==> config.mk <==
export PLATFORM = sky130hd
export DESIGN_NAME = cfg_word_loader
export DESIGN_NICKNAME = d
export VERILOG_FILES = /design/src/rtl/cfgld_pkg.sv /design/src/rtl/cfgld_space_decode.sv /design/src/rtl/cfgld_sequencer.sv /design/src/rtl/cfgld_byte_packer.sv /design/src/rtl/cfg_word_loader.sv
export SDC_FILE = /design/constraint.sdc
export NUM_CORES = 1
export LEC_CHECK = 0
export ABC_AREA = 1
export BUFFER_PORTS_ARGS = -buffer_cell sky130_fd_sc_hd__buf_2
export CAP_MARGIN = 20
export CORE_MARGIN = 1
export CORE_UTILIZATION = 51
export CTS_CLUSTER_DIAMETER = 150
export DETAILED_ROUTE_END_ITERATION = 10
export GPL_TIMING_DRIVEN = 0
export PLACE_DENSITY = 0.82
export SLEW_MARGIN = 30
export SYNTH_ARGS = -nofsm -noshare
export SYNTH_HDL_FRONTEND = slang
export SYNTH_SLANG_ARGS = --single-unit
export TNS_END_PERCENT = 100
==> constraint.sdc <==
create_clock -name clk -period 2.7 [get_ports clk]
set_clock_uncertainty 0.15 [all_clocks]
set_input_delay 0.54 -clock clk [delete_from_list [all_inputs] [get_ports clk]]
set_output_delay 0.54 -clock clk [all_outputs]
set_load 0.01 [all_outputs]
==> src/rtl/cfgld_pkg.sv <==
package cfgld_pkg;

   typedef enum logic [2:0] {
      SP_NONE = 3'd0,
      SP_COEF = 3'd1,
      SP_CFG  = 3'd2,
      SP_SEL  = 3'd3,
      SP_RND  = 3'd4,
      SP_LIM  = 3'd5
   } space_t;

   localparam logic [2:0] CODE_COEF = 3'b000;
   localparam logic [2:0] CODE_CFG  = 3'b001;
   localparam logic [2:0] CODE_SEL  = 3'b011;
   localparam logic [2:0] CODE_RND  = 3'b101;
   localparam logic [2:0] CODE_LIM  = 3'b111;

endpackage

==> src/rtl/cfgld_space_decode.sv <==
module cfgld_space_decode
   import cfgld_pkg::*;
#(
   parameter int WORD_W     = 12,
   parameter int LOC_W      = 9,
   parameter int REG_DEPTH  = 16,
   parameter int N_BANKS    = 8,
   parameter int WIDE_BYTES = 4,
   parameter int CNT_W      = 4
) (
   input  logic [WORD_W-1:0] word,
   output space_t            space,
   output logic [LOC_W-1:0]  loc,
   output logic [CNT_W-1:0]  count
);
   localparam int CODE_W = WORD_W - LOC_W;

   generate
      if (CODE_W != 3) begin : g_bad_code
         $error("space code field must be 3 bits wide");
      end
   endgenerate

   logic [CODE_W-1:0] code;
   logic              reg_ok;

   always_comb begin
      code   = word[WORD_W-1:LOC_W];
      loc    = word[LOC_W-1:0];
      reg_ok = (int'(loc) < REG_DEPTH);
      space  = SP_NONE;
      count  = '0;
      unique case (code)
         CODE_COEF: begin space = SP_COEF; count = CNT_W'(N_BANKS); end
         CODE_CFG:  if (reg_ok) begin space = SP_CFG; count = CNT_W'(1); end
         CODE_SEL:  if (reg_ok) begin space = SP_SEL; count = CNT_W'(1); end
         CODE_RND:  if (reg_ok) begin space = SP_RND; count = CNT_W'(WIDE_BYTES); end
         CODE_LIM:  if (reg_ok) begin space = SP_LIM; count = CNT_W'(WIDE_BYTES); end
         default: ;
      endcase
   end
endmodule

==> src/rtl/cfgld_sequencer.sv <==
module cfgld_sequencer
   import cfgld_pkg::*;
#(
   parameter int LOC_W = 9,
   parameter int CNT_W = 4
) (
   input  logic             clk,
   input  logic             rst_n,
   input  logic             ld_n,
   input  logic             pause,
   input  space_t           dec_space,
   input  logic [LOC_W-1:0] dec_loc,
   input  logic [CNT_W-1:0] dec_count,
   output logic             start,
   output logic             take,
   output logic             last,
   output space_t           space_q,
   output logic [LOC_W-1:0] loc_q,
   output logic [CNT_W-1:0] idx_q
);
   logic             ld_prev_q;
   logic             active_q;
   logic [CNT_W-1:0] total_q;

   assign start = !pause && ld_prev_q && !ld_n;
   assign take  = !pause && active_q && !start;
   assign last  = (idx_q == total_q - CNT_W'(1));

   always_ff @(posedge clk or negedge rst_n) begin
      if (!rst_n) begin
         ld_prev_q <= 1'b1;
         active_q  <= 1'b0;
         space_q   <= SP_NONE;
         loc_q     <= '0;
         total_q   <= '0;
         idx_q     <= '0;
      end else if (!pause) begin
         ld_prev_q <= ld_n;
         if (start) begin
            active_q <= (dec_space != SP_NONE);
            space_q  <= dec_space;
            loc_q    <= dec_loc;
            total_q  <= dec_count;
            idx_q    <= '0;
         end else if (take) begin
            idx_q <= idx_q + CNT_W'(1);
            if (last) active_q <= 1'b0;
         end
      end
   end


   pause_freeze_chk: assert property (@(posedge clk) disable iff (!rst_n)
      pause |=> $stable(idx_q) && $stable(active_q) && $stable(ld_prev_q));


   idx_step_chk: assert property (@(posedge clk) disable iff (!rst_n)
      take |=> idx_q == $past(idx_q) + CNT_W'(1));
endmodule

==> src/rtl/cfgld_byte_packer.sv <==
module cfgld_byte_packer #(
   parameter int BYTE_W     = 8,
   parameter int WIDE_BYTES = 4,
   parameter int CNT_W      = 4
) (
   input  logic                         clk,
   input  logic                         rst_n,
   input  logic                         start,
   input  logic                         take,
   input  logic                         commit,
   input  logic [CNT_W-1:0]             idx,
   input  logic [BYTE_W-1:0]            byte_in,
   output logic [WIDE_BYTES*BYTE_W-1:0] wide_out
);
   generate
      if (WIDE_BYTES < 2) begin : g_bad_bytes
         $error("a wide value needs at least two bytes");
      end
   endgenerate

   logic [WIDE_BYTES-1:0] filled_q;

   genvar k;
   generate
      for (k = 0; k < WIDE_BYTES; k++) begin : g_lane
         logic [BYTE_W-1:0] lane_q;
         logic              hit;
         assign hit = (idx == CNT_W'(k));
         always_ff @(posedge clk or negedge rst_n) begin
            if (!rst_n)          lane_q <= '0;
            else if (take && hit) lane_q <= byte_in;
         end
         assign wide_out[k*BYTE_W +: BYTE_W] = hit ? byte_in : lane_q;
      end
   endgenerate

   always_ff @(posedge clk or negedge rst_n) begin
      if (!rst_n) filled_q <= '0;
      else if (start) filled_q <= '0;
      else if (take && int'(idx) < WIDE_BYTES) filled_q[idx] <= 1'b1;
   end


   full_before_commit_chk: assert property (@(posedge clk) disable iff (!rst_n)
      commit |-> &filled_q[WIDE_BYTES-2:0]);
endmodule

==> src/rtl/cfg_word_loader.sv <==
module cfg_word_loader
   import cfgld_pkg::*;
#(
   parameter int WORD_W     = 12,
   parameter int LOC_W      = 9,
   parameter int N_BANKS    = 8,
   parameter int REG_DEPTH  = 16,
   parameter int BYTE_W     = 8,
   parameter int WIDE_BYTES = 4,
   localparam int WIDE_W    = BYTE_W * WIDE_BYTES,
   localparam int RADDR_W   = $clog2(REG_DEPTH)
) (
   input  logic               clk,
   input  logic               rst_n,
   input  logic               ld_n,
   input  logic               pause,
   input  logic [WORD_W-1:0]  din,
   output logic [N_BANKS-1:0] coef_we,
   output logic [LOC_W-1:0]   coef_addr,
   output logic [WORD_W-1:0]  coef_data,
   output logic               cfg_we,
   output logic               sel_we,
   output logic [RADDR_W-1:0] reg_addr,
   output logic [WORD_W-1:0]  reg_data,
   output logic               rnd_we,
   output logic               lim_we,
   output logic [WIDE_W-1:0]  wide_data
);
   localparam int CNT_W = $clog2(N_BANKS + 1);

   generate
      if (BYTE_W > WORD_W) begin : g_bad_byte
         $error("payload byte wider than the input word");
      end
      if (N_BANKS < WIDE_BYTES) begin : g_bad_cnt
         $error("word counter too narrow for the wide registers");
      end
      if (REG_DEPTH > (1 << LOC_W) || REG_DEPTH < 2) begin : g_bad_depth
         $error("register depth does not fit the location field");
      end
   endgenerate

   space_t             dec_space, space_q;
   logic [LOC_W-1:0]   dec_loc, loc_q;
   logic [CNT_W-1:0]   dec_count, idx_q;
   logic               start, take, last, commit;
   logic [WIDE_W-1:0]  wide_next;

   cfgld_space_decode #(
      .WORD_W(WORD_W), .LOC_W(LOC_W), .REG_DEPTH(REG_DEPTH),
      .N_BANKS(N_BANKS), .WIDE_BYTES(WIDE_BYTES), .CNT_W(CNT_W)
   ) u_dec (
      .word(din), .space(dec_space), .loc(dec_loc), .count(dec_count)
   );

   cfgld_sequencer #(.LOC_W(LOC_W), .CNT_W(CNT_W)) u_seq (
      .clk(clk), .rst_n(rst_n), .ld_n(ld_n), .pause(pause),
      .dec_space(dec_space), .dec_loc(dec_loc), .dec_count(dec_count),
      .start(start), .take(take), .last(last),
      .space_q(space_q), .loc_q(loc_q), .idx_q(idx_q)
   );

   assign commit = take && last && (space_q == SP_RND || space_q == SP_LIM);

   cfgld_byte_packer #(.BYTE_W(BYTE_W), .WIDE_BYTES(WIDE_BYTES), .CNT_W(CNT_W)) u_pack (
      .clk(clk), .rst_n(rst_n), .start(start), .take(take), .commit(commit),
      .idx(idx_q), .byte_in(din[BYTE_W-1:0]), .wide_out(wide_next)
   );

   genvar b;
   generate
      for (b = 0; b < N_BANKS; b++) begin : g_bank_we
         always_ff @(posedge clk or negedge rst_n) begin
            if (!rst_n) coef_we[b] <= 1'b0;
            else        coef_we[b] <= take && space_q == SP_COEF && idx_q == CNT_W'(b);
         end
      end
   endgenerate

   always_ff @(posedge clk or negedge rst_n) begin
      if (!rst_n) begin
         cfg_we    <= 1'b0;
         sel_we    <= 1'b0;
         rnd_we    <= 1'b0;
         lim_we    <= 1'b0;
         coef_addr <= '0;
         coef_data <= '0;
         reg_addr  <= '0;
         reg_data  <= '0;
         wide_data <= '0;
      end else begin
         cfg_we <= take && space_q == SP_CFG;
         sel_we <= take && space_q == SP_SEL;
         rnd_we <= commit && space_q == SP_RND;
         lim_we <= commit && space_q == SP_LIM;
         if (take) begin
            coef_addr <= loc_q;
            coef_data <= din;
            reg_addr  <= loc_q[RADDR_W-1:0];
            reg_data  <= din;
         end
         if (commit) wide_data <= wide_next;
      end
   end

   logic any_we;
   assign any_we = (|coef_we) | cfg_we | sel_we | rnd_we | lim_we;


   we_onehot_chk: assert property (@(posedge clk) disable iff (!rst_n)
      $onehot0({coef_we, cfg_we, sel_we, rnd_we, lim_we}));


   pause_no_write_chk: assert property (@(posedge clk) disable iff (!rst_n)
      pause |=> !any_we);


   abort_quiet_chk: assert property (@(posedge clk) disable iff (!rst_n)
      start |=> !any_we);
endmodule

==> run metrics <==
Slew HR 0.616; post_cts resized 0; Cell variety after synth 30; die width 103 um; final setup fails 0; FMAX 0.486 GHz; Die Y 103 um; CTS tree built; via count 4481; outcome finished, final reports clean; IO Pins 97; Pleak 0.00345 uW; pin count of the biggest net entering global routing 86; Num CTS Buffers 17; H-tree depth 4; post-synthesis sequential area ratio 0.567; WP data required 2.97 ns; Min Hold Slack 0.0881 ns; most common cell after layout, fill and taps aside nand2_1; Synth Area per Inst 9.01 um^2; die footprint 10600 um^2; Least-Margin Pin Slew 0.576 ns; total routed wirelength 13.0 mm; number of synthesized flops with an enable pin 0; DRC Markers 0; top routing layer in use met4; max-slew violations 0; clock latency on the worst-skew pair 0.53 ns; Net Sw Frac 0.310; cell-internal power 4170 uW; share of layout cells above drive strength 1 0.255; CTS max path bufs 2; length of routed wiring on met1 5.39 mm; CP max FO 9; Root Buffer clkbuf_8; P_sw 1870 uW; clk sink count 118; Combinational Power Share 0.257; PD cells 936 nW/um^2; Final Core Density 0.657; Mapped Area 5210 um^2; Top FF cell, synth dfrtp_1; leading cell types in the layout, fill and taps excluded nand2_1, dfrtp_1, buf_2, o21ai_1, nand3_1; DP Wirelength 8.58 mm; MaxCap Viol Count 0; met3 wire length 780 um; Placed Area 5890 um^2; final hold vios 0; syn_nets 599; power share of the clock group 0.347; vias per cell 5.34; Synth-to-Final Area Change 23.9%; Core Area 9820 um^2; RSZ-0062 raised after global routing no; Initial Util 0.530; register share of total power 0.395; crit path DAT 2.33 ns; Cells after Synth 578; GRT overflow 0; initial antenna violation count 0; number of post-CTS setup repair buffers 0; Buffers on Ports 96; vias in the first global route 4224; Peak VDD IR 0.000433 V; num rows 36; CP startpoint kind flop; met2 wire len 6.47 mm; final period utilization 0.763; CTS clk-pin slew, worst paths 0.06 ns; Diodes inserted 0; post-route ant nets 0; total global-route track usage 0.261; Critical Path Sink Type flop; critical path class flop to flop; DRT Pass-1 Iters 5; drt initial violations 352; WL/cell 15.5 um; post-route cell area 6450 um^2; first-pass GRT wire length 20.5 mm; yosys warns 0; min Tclk post-route 2.06 ns; Yosys reg bits 118; RD Place Congestion 0.830; Nets 716; Async SR Flop Fraction 1.00; worst hold path class input port to flop
==> flip-flops by register name, summed over array words and instances (netlist names) <==
signal and flops:
coef_we 8, lim_we 1, coef_data 12, u_seq.idx_q 4
u_seq.loc_q 9, cfg_we 1, u_seq.active_q 1, coef_addr 9
u_seq.total_q 3, rnd_we 1, wide_data 32, sel_we 1
u_pack.g_lane.lane_q 32, u_seq.ld_prev_q 1, u_seq.space_q 3
==> logic make-up after synthesis <==
logic type / count (synthesis) / share of synthesized area
flip-flops: 118 / 0.567
AND/OR/NAND/NOR: 285 / 0.246
XOR/XNOR: 1 / 0.00168
adder cells (fa/ha/maj): 5 / 0.0120
AO/OA/AOI/OAI: 98 / 0.0959
buffers and inverters: 71 / 0.0776
==> Yosys cell counts, types with 3 or more instances <==
library cell | n | area, um^2
nand2_4 | 4 | 45.0
nand2_2 | 3 | 18.8
clkbuf_1 | 5 | 18.8
nor2_1 | 15 | 56.3
nand3_4 | 5 | 87.6
buf_4 | 21 | 158
buf_2 | 9 | 45.0
o21ai_1 | 63 | 315
ha_1 | 5 | 62.6
dfrtp_1 | 117 | 2930
o21ai_0 | 29 | 145
nand3_1 | 44 | 220
nand2_1 | 203 | 762
inv_1 | 27 | 101
nor2_2 | 3 | 18.8
buf_6 | 6 | 67.6
==> metal layers <==
metal / vias up / GRT usage
li1: 2091 / -
met1: 2148 / 0.326
met2: 200 / 0.429
met3: 42 / 0.0631
met4: 0 / 0.119
met5: - / 0
==> area by class of cell <==
class / instances / area [um^2]
clock buffers: 26 / 478
plain buffers: 41 / 289
flip-flops and latches: 118 / 2950
inverters: 30 / 115
repair buffers: 98 / 528
fillers: 768 / 3370
clock inverters: 4 / 70.1
well taps: 133 / 166
multi-input cells: 389 / 1850
==> worst max-delay path: stages (launching register included) <==
cell and delay, ns:
dfrtp_1 0.35, inv_1 0.07, nor2_1 0.19, nand2_2 0.21, inv_4 0.21, nand4_1 0.47, nor2_1 0.30
==> power groups by stage <==
stage | logic, uW | registers, uW | clock network (uW)
final | 1550 | 2390 | 2100
after global routing | 1710 | 2420 | 2170
after CTS | 1560 | 2380 | 2110
after detailed placement | 1520 | 2390 | 0
after global placement | 1450 | 2370 | 0
after floorplan | 944 | 2410 | 0
==> metrics by stage <==
step | setup slack [ns] | total power [uW] | std cells | TNS (ns)
floorplan | 1.03 | 3360 | 578 | 0
global placement | -0.371 | 3820 | 807 | -42.36
detailed placement | 0.478 | 3910 | 808 | 0
CTS | 0.681 | 6040 | 839 | 0
global route | 0.604 | 6290 | 839 | 0
finish | 0.641 | 6040 | 839 | 0
==> path summary, 6_finish.rpt <==
kind	from	end	slack [ns]	depth (start not counted)
worst max-delay path	u_seq.active_q	coef_we[0]	0.64	6
worst min-delay path	ld_n	u_seq.ld_prev_q	0.09	3
worst max register to register	u_seq.active_q	coef_we[0]	0.64	6
worst min register to register	wide_data[19]	wide_data[19]	0.32	2
max in group asynchronous	rst_n	wide_data[21]	1.39	3
min in group asynchronous	rst_n	coef_data[8]	0.31	2
==> what timing repair did <==
action,4_1_cts,5_1_grt
endpoints found under the setup margin,0,0
endpoints found under the hold margin,33,0
hold buffers,1,0
(Power assumes the default switching activity.)
